**config.mk**
```make
export PLATFORM = sky130hd
export DESIGN_NAME = rename_cam_table
export DESIGN_NICKNAME = d
export VERILOG_FILES = /design/src/rtl/rename_cam_pkg.sv /design/src/rtl/rename_cam_match.sv /design/src/rtl/rename_cam_free_scan.sv /design/src/rtl/rename_cam_table.sv
export SDC_FILE = /design/constraint.sdc
export NUM_CORES = 1
export LEC_CHECK = 0
export CAP_MARGIN = 5
export CORE_UTILIZATION = 30
export CTS_CLUSTER_DIAMETER = 50
export DETAILED_ROUTE_END_ITERATION = 16
export HOLD_SLACK_MARGIN = 0.02
export MAX_ROUTING_LAYER = met4
export SLEW_MARGIN = 20
export SYNTH_ARGS = -nofsm -noshare
export SYNTH_HDL_FRONTEND = slang
export SYNTH_HIERARCHICAL = 1
export SYNTH_SLANG_ARGS = --single-unit
```
**constraint.sdc**
```tcl
create_clock -name clk -period 9.45 [get_ports clk]
set_input_delay 1.89 -clock clk [delete_from_list [all_inputs] [get_ports clk]]
set_output_delay 1.89 -clock clk [all_outputs]
set_load 0.02 [all_outputs]
```
**src/rtl/rename_cam_pkg.sv**
```systemverilog
package rename_cam_pkg;

    typedef enum logic [0:0] {
        MODE_NORMAL   = 1'b0,
        MODE_ROLLBACK = 1'b1
    } cam_mode_e;

endpackage

```
**src/rtl/rename_cam_match.sv**
```systemverilog
module rename_cam_match #(
    parameter int NUM_ENTRIES = 16,
    parameter int TAG_W       = 3,
    parameter int IDX_W       = $clog2(NUM_ENTRIES)
) (
    input  logic [TAG_W-1:0]                   key,
    input  logic [NUM_ENTRIES-1:0][TAG_W-1:0]  tags,
    input  logic [NUM_ENTRIES-1:0]             qual,
    output logic [IDX_W-1:0]                   idx,
    output logic                               err
);

    logic [NUM_ENTRIES-1:0] hit;

    for (genvar g = 0; g < NUM_ENTRIES; g++) begin : g_cmp
        assign hit[g] = qual[g] && (tags[g] == key);
    end

    always_comb begin
        idx = '0;
        for (int i = 0; i < NUM_ENTRIES; i++) begin
            if (hit[i]) idx = idx | IDX_W'(i);
        end
    end

    assign err = (hit == '0) || ((hit & (hit - 1'b1)) != '0);

endmodule

```
**src/rtl/rename_cam_free_scan.sv**
```systemverilog
module rename_cam_free_scan #(
    parameter int NUM_ENTRIES = 16,
    parameter int IDX_W       = $clog2(NUM_ENTRIES)
) (
    input  logic [NUM_ENTRIES-1:0] avail,
    output logic                   found,
    output logic [IDX_W-1:0]       idx
);

    always_comb begin
        found = 1'b0;
        idx   = '0;
        for (int i = NUM_ENTRIES - 1; i >= 0; i--) begin
            if (avail[i]) begin
                found = 1'b1;
                idx   = IDX_W'(i);
            end
        end
    end

endmodule

```
**src/rtl/rename_cam_table.sv**
```systemverilog
module rename_cam_table #(
    parameter int NUM_PHYS = 16,
    parameter int NUM_ARCH = 8,
    parameter int ARCH_W   = $clog2(NUM_ARCH),
    parameter int PHYS_W   = $clog2(NUM_PHYS)
) (
    input  logic              clk,
    input  logic              rst_n,
    input  logic [ARCH_W-1:0] lk_arch_a,
    input  logic [ARCH_W-1:0] lk_arch_b,
    output logic [PHYS_W-1:0] lk_phys_a,
    output logic [PHYS_W-1:0] lk_phys_b,
    output logic              lk_err_a,
    output logic              lk_err_b,
    input  logic              rn_valid,
    input  logic [ARCH_W-1:0] rn_arch,
    output logic              rn_ok,
    output logic [PHYS_W-1:0] rn_phys,
    output logic [PHYS_W-1:0] rn_prev_phys,
    input  logic              cm_valid,
    input  logic [PHYS_W-1:0] cm_phys,
    input  logic              recover
);
    import rename_cam_pkg::*;

    localparam int LOOKUP_PORTS = 2;

    logic [NUM_PHYS-1:0][ARCH_W-1:0] tag_q, tag_d;
    logic [NUM_PHYS-1:0]             cur_q, cur_d;
    logic [NUM_PHYS-1:0]             com_q, com_d;
    logic [NUM_PHYS-1:0]             pend_q, pend_d;
    logic [NUM_PHYS-1:0]             free_vec;

    cam_mode_e mode;

    logic [LOOKUP_PORTS-1:0][ARCH_W-1:0] src_key;
    logic [LOOKUP_PORTS-1:0][PHYS_W-1:0] src_idx;
    logic [LOOKUP_PORTS-1:0]             src_err;

    logic              dst_err;
    logic [PHYS_W-1:0] cm_old;
    logic              cm_old_err;
    logic              cm_take;
    logic              rn_take;

    assign src_key[0] = lk_arch_a;
    assign src_key[1] = lk_arch_b;

    for (genvar p = 0; p < LOOKUP_PORTS; p++) begin : g_src
        rename_cam_match #(
            .NUM_ENTRIES (NUM_PHYS),
            .TAG_W       (ARCH_W),
            .IDX_W       (PHYS_W)
        ) u_src_match (
            .key  (src_key[p]),
            .tags (tag_q),
            .qual (cur_q),
            .idx  (src_idx[p]),
            .err  (src_err[p])
        );
    end

    assign lk_phys_a = src_idx[0];
    assign lk_phys_b = src_idx[1];
    assign lk_err_a  = src_err[0];
    assign lk_err_b  = src_err[1];

    rename_cam_match #(
        .NUM_ENTRIES (NUM_PHYS),
        .TAG_W       (ARCH_W),
        .IDX_W       (PHYS_W)
    ) u_dst_match (
        .key  (rn_arch),
        .tags (tag_q),
        .qual (cur_q),
        .idx  (rn_prev_phys),
        .err  (dst_err)
    );

    rename_cam_match #(
        .NUM_ENTRIES (NUM_PHYS),
        .TAG_W       (ARCH_W),
        .IDX_W       (PHYS_W)
    ) u_ret_match (
        .key  (tag_q[cm_phys]),
        .tags (tag_q),
        .qual (com_q),
        .idx  (cm_old),
        .err  (cm_old_err)
    );

    assign free_vec = ~(cur_q | com_q | pend_q);

    rename_cam_free_scan #(
        .NUM_ENTRIES (NUM_PHYS),
        .IDX_W       (PHYS_W)
    ) u_free_scan (
        .avail (free_vec),
        .found (rn_ok),
        .idx   (rn_phys)
    );

    assign mode    = recover ? MODE_ROLLBACK : MODE_NORMAL;
    assign rn_take = rn_valid && rn_ok && !dst_err;
    assign cm_take = cm_valid && pend_q[cm_phys] && !cm_old_err;

    always_comb begin
        tag_d  = tag_q;
        cur_d  = cur_q;
        com_d  = com_q;
        pend_d = pend_q;
        unique case (mode)
            MODE_ROLLBACK: begin
                cur_d  = com_q;
                pend_d = '0;
            end
            MODE_NORMAL: begin
                if (rn_take) begin
                    cur_d[rn_prev_phys] = 1'b0;
                    cur_d[rn_phys]      = 1'b1;
                    pend_d[rn_phys]     = 1'b1;
                    tag_d[rn_phys]      = rn_arch;
                end
                if (cm_take) begin
                    com_d[cm_old]   = 1'b0;
                    com_d[cm_phys]  = 1'b1;
                    pend_d[cm_phys] = 1'b0;
                end
            end
            default: ;
        endcase
    end

    always_ff @(posedge clk or negedge rst_n) begin
        if (!rst_n) begin
            for (int i = 0; i < NUM_PHYS; i++) begin
                tag_q[i]  <= (i < NUM_ARCH) ? ARCH_W'(i) : '0;
                cur_q[i]  <= (i < NUM_ARCH);
                com_q[i]  <= (i < NUM_ARCH);
                pend_q[i] <= 1'b0;
            end
        end else begin
            tag_q  <= tag_d;
            cur_q  <= cur_d;
            com_q  <= com_d;
            pend_q <= pend_d;
        end
    end

endmodule

```
After elaboration in Yosys (flattened, before gate mapping)
Index checks and enable logic that the tools add are counted.

Output and inout port bits: 19. Input port bits: 18. Register bits: 96. Logic and storage cells: 315.

Eq/ne operators: 65. Magnitude comparators: 8. $add $sub $neg: 4. Reductions and logical operators: 88. Bitwise gates (word level): 17. Multiplexer cells: 114.

Operators by type and width (count): $eq 3x3->1 (64); $mux 4 (48); $and 16x16->16 (7); $or 16x16->16 (5); $logic_and 1x1->1 (72); $logic_not 16->1 (4); $mux 16 (4); $not 16->16 (4); $pmux 16 s2 (2); $reduce_bool 16->1 (4); $sub 16x1->16 const B (4); $mux 3 (18); $bwmux 48 (1); $mux 1 (26); $lt 4x5->1 const B (4); $demux 1 s4 (4); $ge 4x1->1 const B (4); $mux 2 (8); $bmux 3 s4 (1); $demux 3 s4 (1); $bmux 1 s4 (1); $logic_or 1x1->1 (4); $reduce_and 2->1 (2); $logic_not 1->1 (2); other kinds (2) (2).

Longest topological paths before layout
Word-level depth: 29. Gate-level depth with buffers: 19. Gate-level depth less buffers: 13.

Modules after synthesis
Netlist, hierarchy kept.

By module, submodules not included: rename_cam_table (area an instance 4842.1 um^2, sequential area each 2437.3 um^2, times used 1, cells each 420); rename_cam_match (area an instance 893.4 um^2, sequential area each 0.0 um^2, times used 4, cells each 107); rename_cam_free_scan (area an instance 178.9 um^2, sequential area each 0.0 um^2, times used 1, cells each 33).

Worst setup path before layout
No wires, ideal clock.

Kind: input to register. From: input port cm_phys[0]. To: register com_q[3]. Data arrival time: 5973 ps. Setup time: 80 ps. Slack: 3397 ps. Buffers on the path: 5. Data required time: 9370 ps. Stages: 18. Cells stage by stage: buf_2 buf_1 mux4_2 mux4_2 buf_6 buf_12 xnor2_1 and4_4 nor4b_4 a41oi_1 a2111oi_2 nand4b_1 nor2b_1 clkbuf_1 nand3b_1 nor2_1 o21ai_0 a32o_1.

Elaborated cells on any way between the ends: 73. Classes of those cells: add/sub: 1; order compare: 4; eq/ne: 16; mux: 23; bitwise: 4; reduce/logical: 25.

RTL lines: from (decl) (line rename_cam_table.sv:21) `input logic [PHYS_W-1:0] cm_phys,`; $bmux 3 s4 (*) (line rename_cam_table.sv:85) `.key (tag_q[cm_phys]),`; $mux 3 (implied by the code) (*) (line rename_cam_table.sv:85); $eq 3x3->1 (line rename_cam_match.sv:16) `assign hit[g] = qual[g] && (tags[g] == key);`; $logic_and 1x1->1 (line rename_cam_match.sv:16); $sub 16x1->16 (line rename_cam_match.sv:26) `assign err = (hit == '0) || ((hit & (hit - 1'b1)) != '0);`; $and 16x16->16 (line rename_cam_match.sv:26); $reduce_bool 16->1 (line rename_cam_match.sv:26); $logic_or 1x1->1 (*) (line rename_cam_match.sv:26); named net cm_old_err (line rename_cam_table.sv:42) `logic cm_old_err;`; $logic_not 1->1 (*) (line rename_cam_table.sv:105) `assign cm_take = cm_valid && pend_q[cm_phys] && !cm_old_err;`; $logic_and 1x1->1 (*) (line rename_cam_table.sv:105); $reduce_and 2->1 (no source line) (*); to (signal, indexed assignment) (line rename_cam_table.sv:139) `com_q[i] <= (i < NUM_ARCH);`; to (signal assigned) (line rename_cam_table.sv:145) `com_q <= com_d;`; to (decl) (line rename_cam_table.sv:30) `logic [NUM_PHYS-1:0] com_q, com_d;`.

Mark *: on every way through the listed nets, which the timed path passes. The rest lies on a longest branch. The select of a mux whose other input is x is not followed. A chain may end at the register's enable or synchronous reset.

Worst setup path in the final report
From: input port cm_phys[0]. To: register pend_q[5].

Longest elaborated chain between the ends: 12. Elaborated cells on any way between the ends: 53. Classes of those cells: add/sub: 1; order compare: 2; eq/ne: 16; mux: 8; bitwise: 3; reduce/logical: 23.

RTL lines: $bmux 3 s4 (*) (line rename_cam_table.sv:85); $mux 3 (implied by the code) (*) (line rename_cam_table.sv:85); $eq 3x3->1 (line rename_cam_match.sv:16); $logic_and 1x1->1 (line rename_cam_match.sv:16); $sub 16x1->16 (line rename_cam_match.sv:26); $and 16x16->16 (line rename_cam_match.sv:26); $reduce_bool 16->1 (line rename_cam_match.sv:26); $logic_or 1x1->1 (*) (line rename_cam_match.sv:26); named net cm_old_err (line rename_cam_table.sv:42); $logic_not 1->1 (*) (line rename_cam_table.sv:105); $logic_and 1x1->1 (*) (line rename_cam_table.sv:105); $mux 16 (*) (line rename_cam_table.sv:124) `if (cm_take) begin`; $pmux 16 s2 (*) (line rename_cam_table.sv:112) `unique case (mode)`; named net pend_d[5] (line rename_cam_table.sv:31) `logic [NUM_PHYS-1:0] pend_q, pend_d;`; to (signal assigned) (line rename_cam_table.sv:146) `pend_q <= pend_d;`; to (decl) (line rename_cam_table.sv:31).

Marked as above.

==> load_flow_metrics.sql <==
INSERT INTO impl_metrics (metric_group, metric, value, unit) VALUES
('logic_synthesis', 'async_reset_ff_frac', '1.00', ''),
('logic_synthesis', 'synth.area.mux_share', '0.109', ''),
('clock_tree', 'cts_resized', '0', ''),
('clock_tree', 'clkLatencyLatePin', '0.36', 'ns'),
('logic_synthesis', 'post_synth_edffs', '0', ''),
('sta', 'finalSetupViolCount', '0', ''),
('logic_synthesis', 'synthesis.area', '8590', 'sq um'),
('power_and_ir_drop', 'seqPwrFrac', '0.433', ''),
('global_route', 'grt-ovfl-total', '0', ''),
('logic_synthesis', 'adder_and_majority_cell_fraction_of_the_synthesized_area', '0.00466', ''),
('clock_tree', 'clock_tree_from_tritoncts', 'done', ''),
('sta', 'grt_setup_unrepaired', 'no', ''),
('routing', 'route.detailed.drc', '0', ''),
('power_and_ir_drop', 'vdd_drop_max', '0.0637', 'mV'),
('power_and_ir_drop', 'net-switching-power', '217', 'uW'),
('final_layout', 'layout.cells.most_common', 'sky130_fd_sc_hd__xnor2_1', ''),
('run_status', 'status', 'finished, final reports clean', ''),
('routing', 'drt-vias-per-instance', '5.83', ''),
('power_and_ir_drop', 'power_density', '102', 'nW/um^2'),
('sta', 'max_slew.worst_pin.slew', '1.10', 'ns'),
('logic_synthesis', 'synth-xor-area-share', '0.196', ''),
('placement', 'routabilityCongestion', '0.899', ''),
('global_route', 'grt_pass1_wl', '43600', 'um'),
('clock_tree', 'path_clk_slew', '0.06', 'ns'),
('sta', 'achievable-frequency', '0.141', 'GHz'),
('logic_synthesis', 'ys_seq_elements', '96', ''),
('die', 'die_height', '171', 'um'),
('die', 'io_pins', '37', ''),
('sta', 'finalClockSkew', '0.0101', 'ns'),
('placement', 'place.detailed.instances', '1243', ''),
('run', 'max_capacitance_violation_total', '0', ''),
('logic_synthesis', 'synth_top_family_by_area', 'simple AND/OR/NAND/NOR gates', ''),
('clock_tree', 'htree_num_levels', '3', ''),
('clock_tree', 'clock-sinks', '96', ''),
('logic_synthesis', 'seq_area_frac_synth', '0.284', ''),
('die', 'start_util', '0.307', ''),
('sta', 'timing.final.crit_period', '7.11', 'ns'),
('die', 'die_w', '171', 'um'),
('sta', 'hold_violations', '0', ''),
('power_and_ir_drop', 'p_total', '949', 'uW'),
('final_layout', 'nets', '894', ''),
('setup_path', 'startpoint_type', 'input pin', ''),
('routing', 'routed_wirelength', '28900', 'um'),
('global_route', 'grt_pass1_vias', '6739', ''),
('global_route', 'groute.usage.overall', '0.207', ''),
('clock_tree', 'cts.path.max_buffers', '2', ''),
('global_route', 'largest_net_degree_at_the_start_of_global_routing', '51', ''),
('logic_synthesis', 'ys_warn_count', '6', ''),
('logic_synthesis', 'post_synth_num_cell_types', '64', ''),
('setup_path', 'worstPathCellList', 'clkdlybuf4s50_1 -> mux4_2 -> mux4_2 -> xnor2_1 -> nand4_1 -> and4_1 -> a41oi_1 -> o31ai_1 -> nand4b_1 -> nor2b_1 -> nand3b_1 -> a21oi_1 -> a22oi_1', ''),
('setup_path', 'path_max_fanout', '18', ''),
('setup_path', 'cpLargestDelayFamily', 'simple AND/OR/NAND/NOR gates', ''),
('final_layout', 'most-common-layout-cells', 'sky130_fd_sc_hd__xnor2_1, sky130_fd_sc_hd__dfrtp_1, sky130_fd_sc_hd__nand2_1, sky130_fd_sc_hd__nand4_1, sky130_fd_sc_hd__mux2_2', ''),
('sta', 'timing.slew.headroom', '0.257', ''),
('placement', 'postPlaceCellArea', '8960', 'sq um'),
('power_and_ir_drop', 'power_report.internal_total', '732', 'uW'),
('sta', 'slew_viol_final', '0', ''),
('setup_path', 'cp_common_cell', 'sky130_fd_sc_hd__mux4_2', ''),
('final_layout', 'drive_above_1_share', '0.171', ''),
('power_and_ir_drop', 'leakagePower', '3.29', 'nW'),
('die', 'std_cell_rows', '61', ''),
('placement', 'dp_hpwl', '21300', 'um'),
('routing', 'drtPass1Iterations', '5', ''),
('clock_tree', 'post_cts_buffers', '0', ''),
('final_layout', 'final_cells', '1260', ''),
('setup_path', 'reg2reg_slack', '4.53', 'ns'),
('final_layout', 'layout-area-overhead-vs-synth', '8.71', '%'),
('die', 'design.core.area', '28000', 'sq um'),
('sta', 'final.hold.worst_slack', '0.563', 'ns'),
('routing', 'routed_wire_length_per_instance', '22.9', 'um'),
('logic_synthesis', 'synth_simple_gate_area_share', '0.225', '');
[state kept, by name, indices dropped and copies added, names as in the netlist]
name	count
com_q	16
cur_q	16
tag_q	48
pend_q	16
[stage by stage]
| step | utilization | setup WS [ns] |
|---|---|---|
| floorplan | - | 3.40 |
| global placement | 0.320 | 2.21 |
| detailed placement | 0.320 | 2.05 |
| CTS | 0.333 | 2.43 |
| global route | 0.334 | 2.11 |
| finish | 0.334 | 2.34 |
[cells by family after synthesis]
| logic type | count (synthesis) |
|---|---|
| compound gates | 137 |
| xor+xnor | 192 |
| fa+ha+maj | 4 |
| buf+inv | 66 |
| flops | 96 |
| mux | 69 |
| simple gates | 317 |
[metal layers]
metal	vias to the layer above	routed length, um	GRT usage
met5	-	0	-
met2	418	13000	0.312
met1	3585	12300	0.273
met3	77	2350	0.0301
li1	3271	-	-
met4	0	1320	0.0928
[cells in the mapped netlist (5+ instances only)]
| library cell | n | share of area |
|---|---|---|
| sky130_fd_sc_hd__nor2b_1 | 7 | 0.0051 |
| sky130_fd_sc_hd__nor2_1 | 40 | 0.017 |
| sky130_fd_sc_hd__mux2_2 | 50 | 0.066 |
| sky130_fd_sc_hd__nand2_1 | 63 | 0.028 |
| sky130_fd_sc_hd__and4_4 | 8 | 0.010 |
| sky130_fd_sc_hd__a21oi_1 | 13 | 0.0076 |
| sky130_fd_sc_hd__clkbuf_1 | 17 | 0.0074 |
| sky130_fd_sc_hd__and3_1 | 8 | 0.0058 |
| sky130_fd_sc_hd__inv_1 | 8 | 0.0035 |
| sky130_fd_sc_hd__and4_1 | 20 | 0.020 |
| sky130_fd_sc_hd__dfstp_2 | 28 | 0.086 |
| sky130_fd_sc_hd__a41oi_1 | 9 | 0.0092 |
| sky130_fd_sc_hd__o21ai_0 | 34 | 0.020 |
| sky130_fd_sc_hd__o31ai_1 | 5 | 0.0044 |
| sky130_fd_sc_hd__clkbuf_2 | 8 | 0.0047 |
| sky130_fd_sc_hd__mux4_2 | 15 | 0.039 |
| sky130_fd_sc_hd__a22oi_1 | 8 | 0.0070 |
| sky130_fd_sc_hd__and2_1 | 12 | 0.0087 |
| sky130_fd_sc_hd__nand3_1 | 28 | 0.016 |
| sky130_fd_sc_hd__a32oi_1 | 5 | 0.0051 |
| sky130_fd_sc_hd__buf_12 | 8 | 0.019 |
| sky130_fd_sc_hd__buf_6 | 14 | 0.018 |
| sky130_fd_sc_hd__a31oi_1 | 5 | 0.0036 |
| sky130_fd_sc_hd__dfrtp_1 | 68 | 0.20 |
| sky130_fd_sc_hd__nand4_1 | 63 | 0.046 |
| sky130_fd_sc_hd__o211ai_1 | 17 | 0.015 |
| sky130_fd_sc_hd__nor3_1 | 19 | 0.011 |
| sky130_fd_sc_hd__xnor2_1 | 192 | 0.20 |
| sky130_fd_sc_hd__o2bb2ai_1 | 9 | 0.0092 |
[layout make-up]
class / instances / area [sq um]
Clock inverter: 6 / 138
Sequential cell: 96 / 2440
Timing Repair Buffer: 42 / 403
Multi-Input combinational cell: 719 / 5630
Fill cell: 2895 / 18700
Inverter: 8 / 30.0
Clock buffer: 10 / 229
Tap cell: 378 / 473
Antenna cell: 1 / 2.50
[power by group through the flow]
| stage | Clock [mW] | Combinational, mW | Sequential [mW] |
|---|---|---|---|
| CTS | 0.456 | 0.0900 | 0.411 |
| global route | 0.472 | 0.0973 | 0.411 |
| finish | 0.447 | 0.0906 | 0.411 |
| floorplan | 0 | 0.0710 | 0.419 |
| detailed placement | 0 | 0.0896 | 0.419 |
| global placement | 0 | 0.0885 | 0.419 |
[final timing paths]
kind	endpoint	cells after the start	start
min in group asynchronous	com_q[12]	1	rst_n
max in group asynchronous	tag_q[18]	2	rst_n
hold reg to reg	com_q[2]	1	com_q[2]
setup reg to reg	pend_q[5]	12	tag_q[35]
setup / recovery	pend_q[5]	13	cm_phys[0]
hold / removal	com_q[2]	1	com_q[2]
No activity file was read; power rests on OpenSTA's default activity.
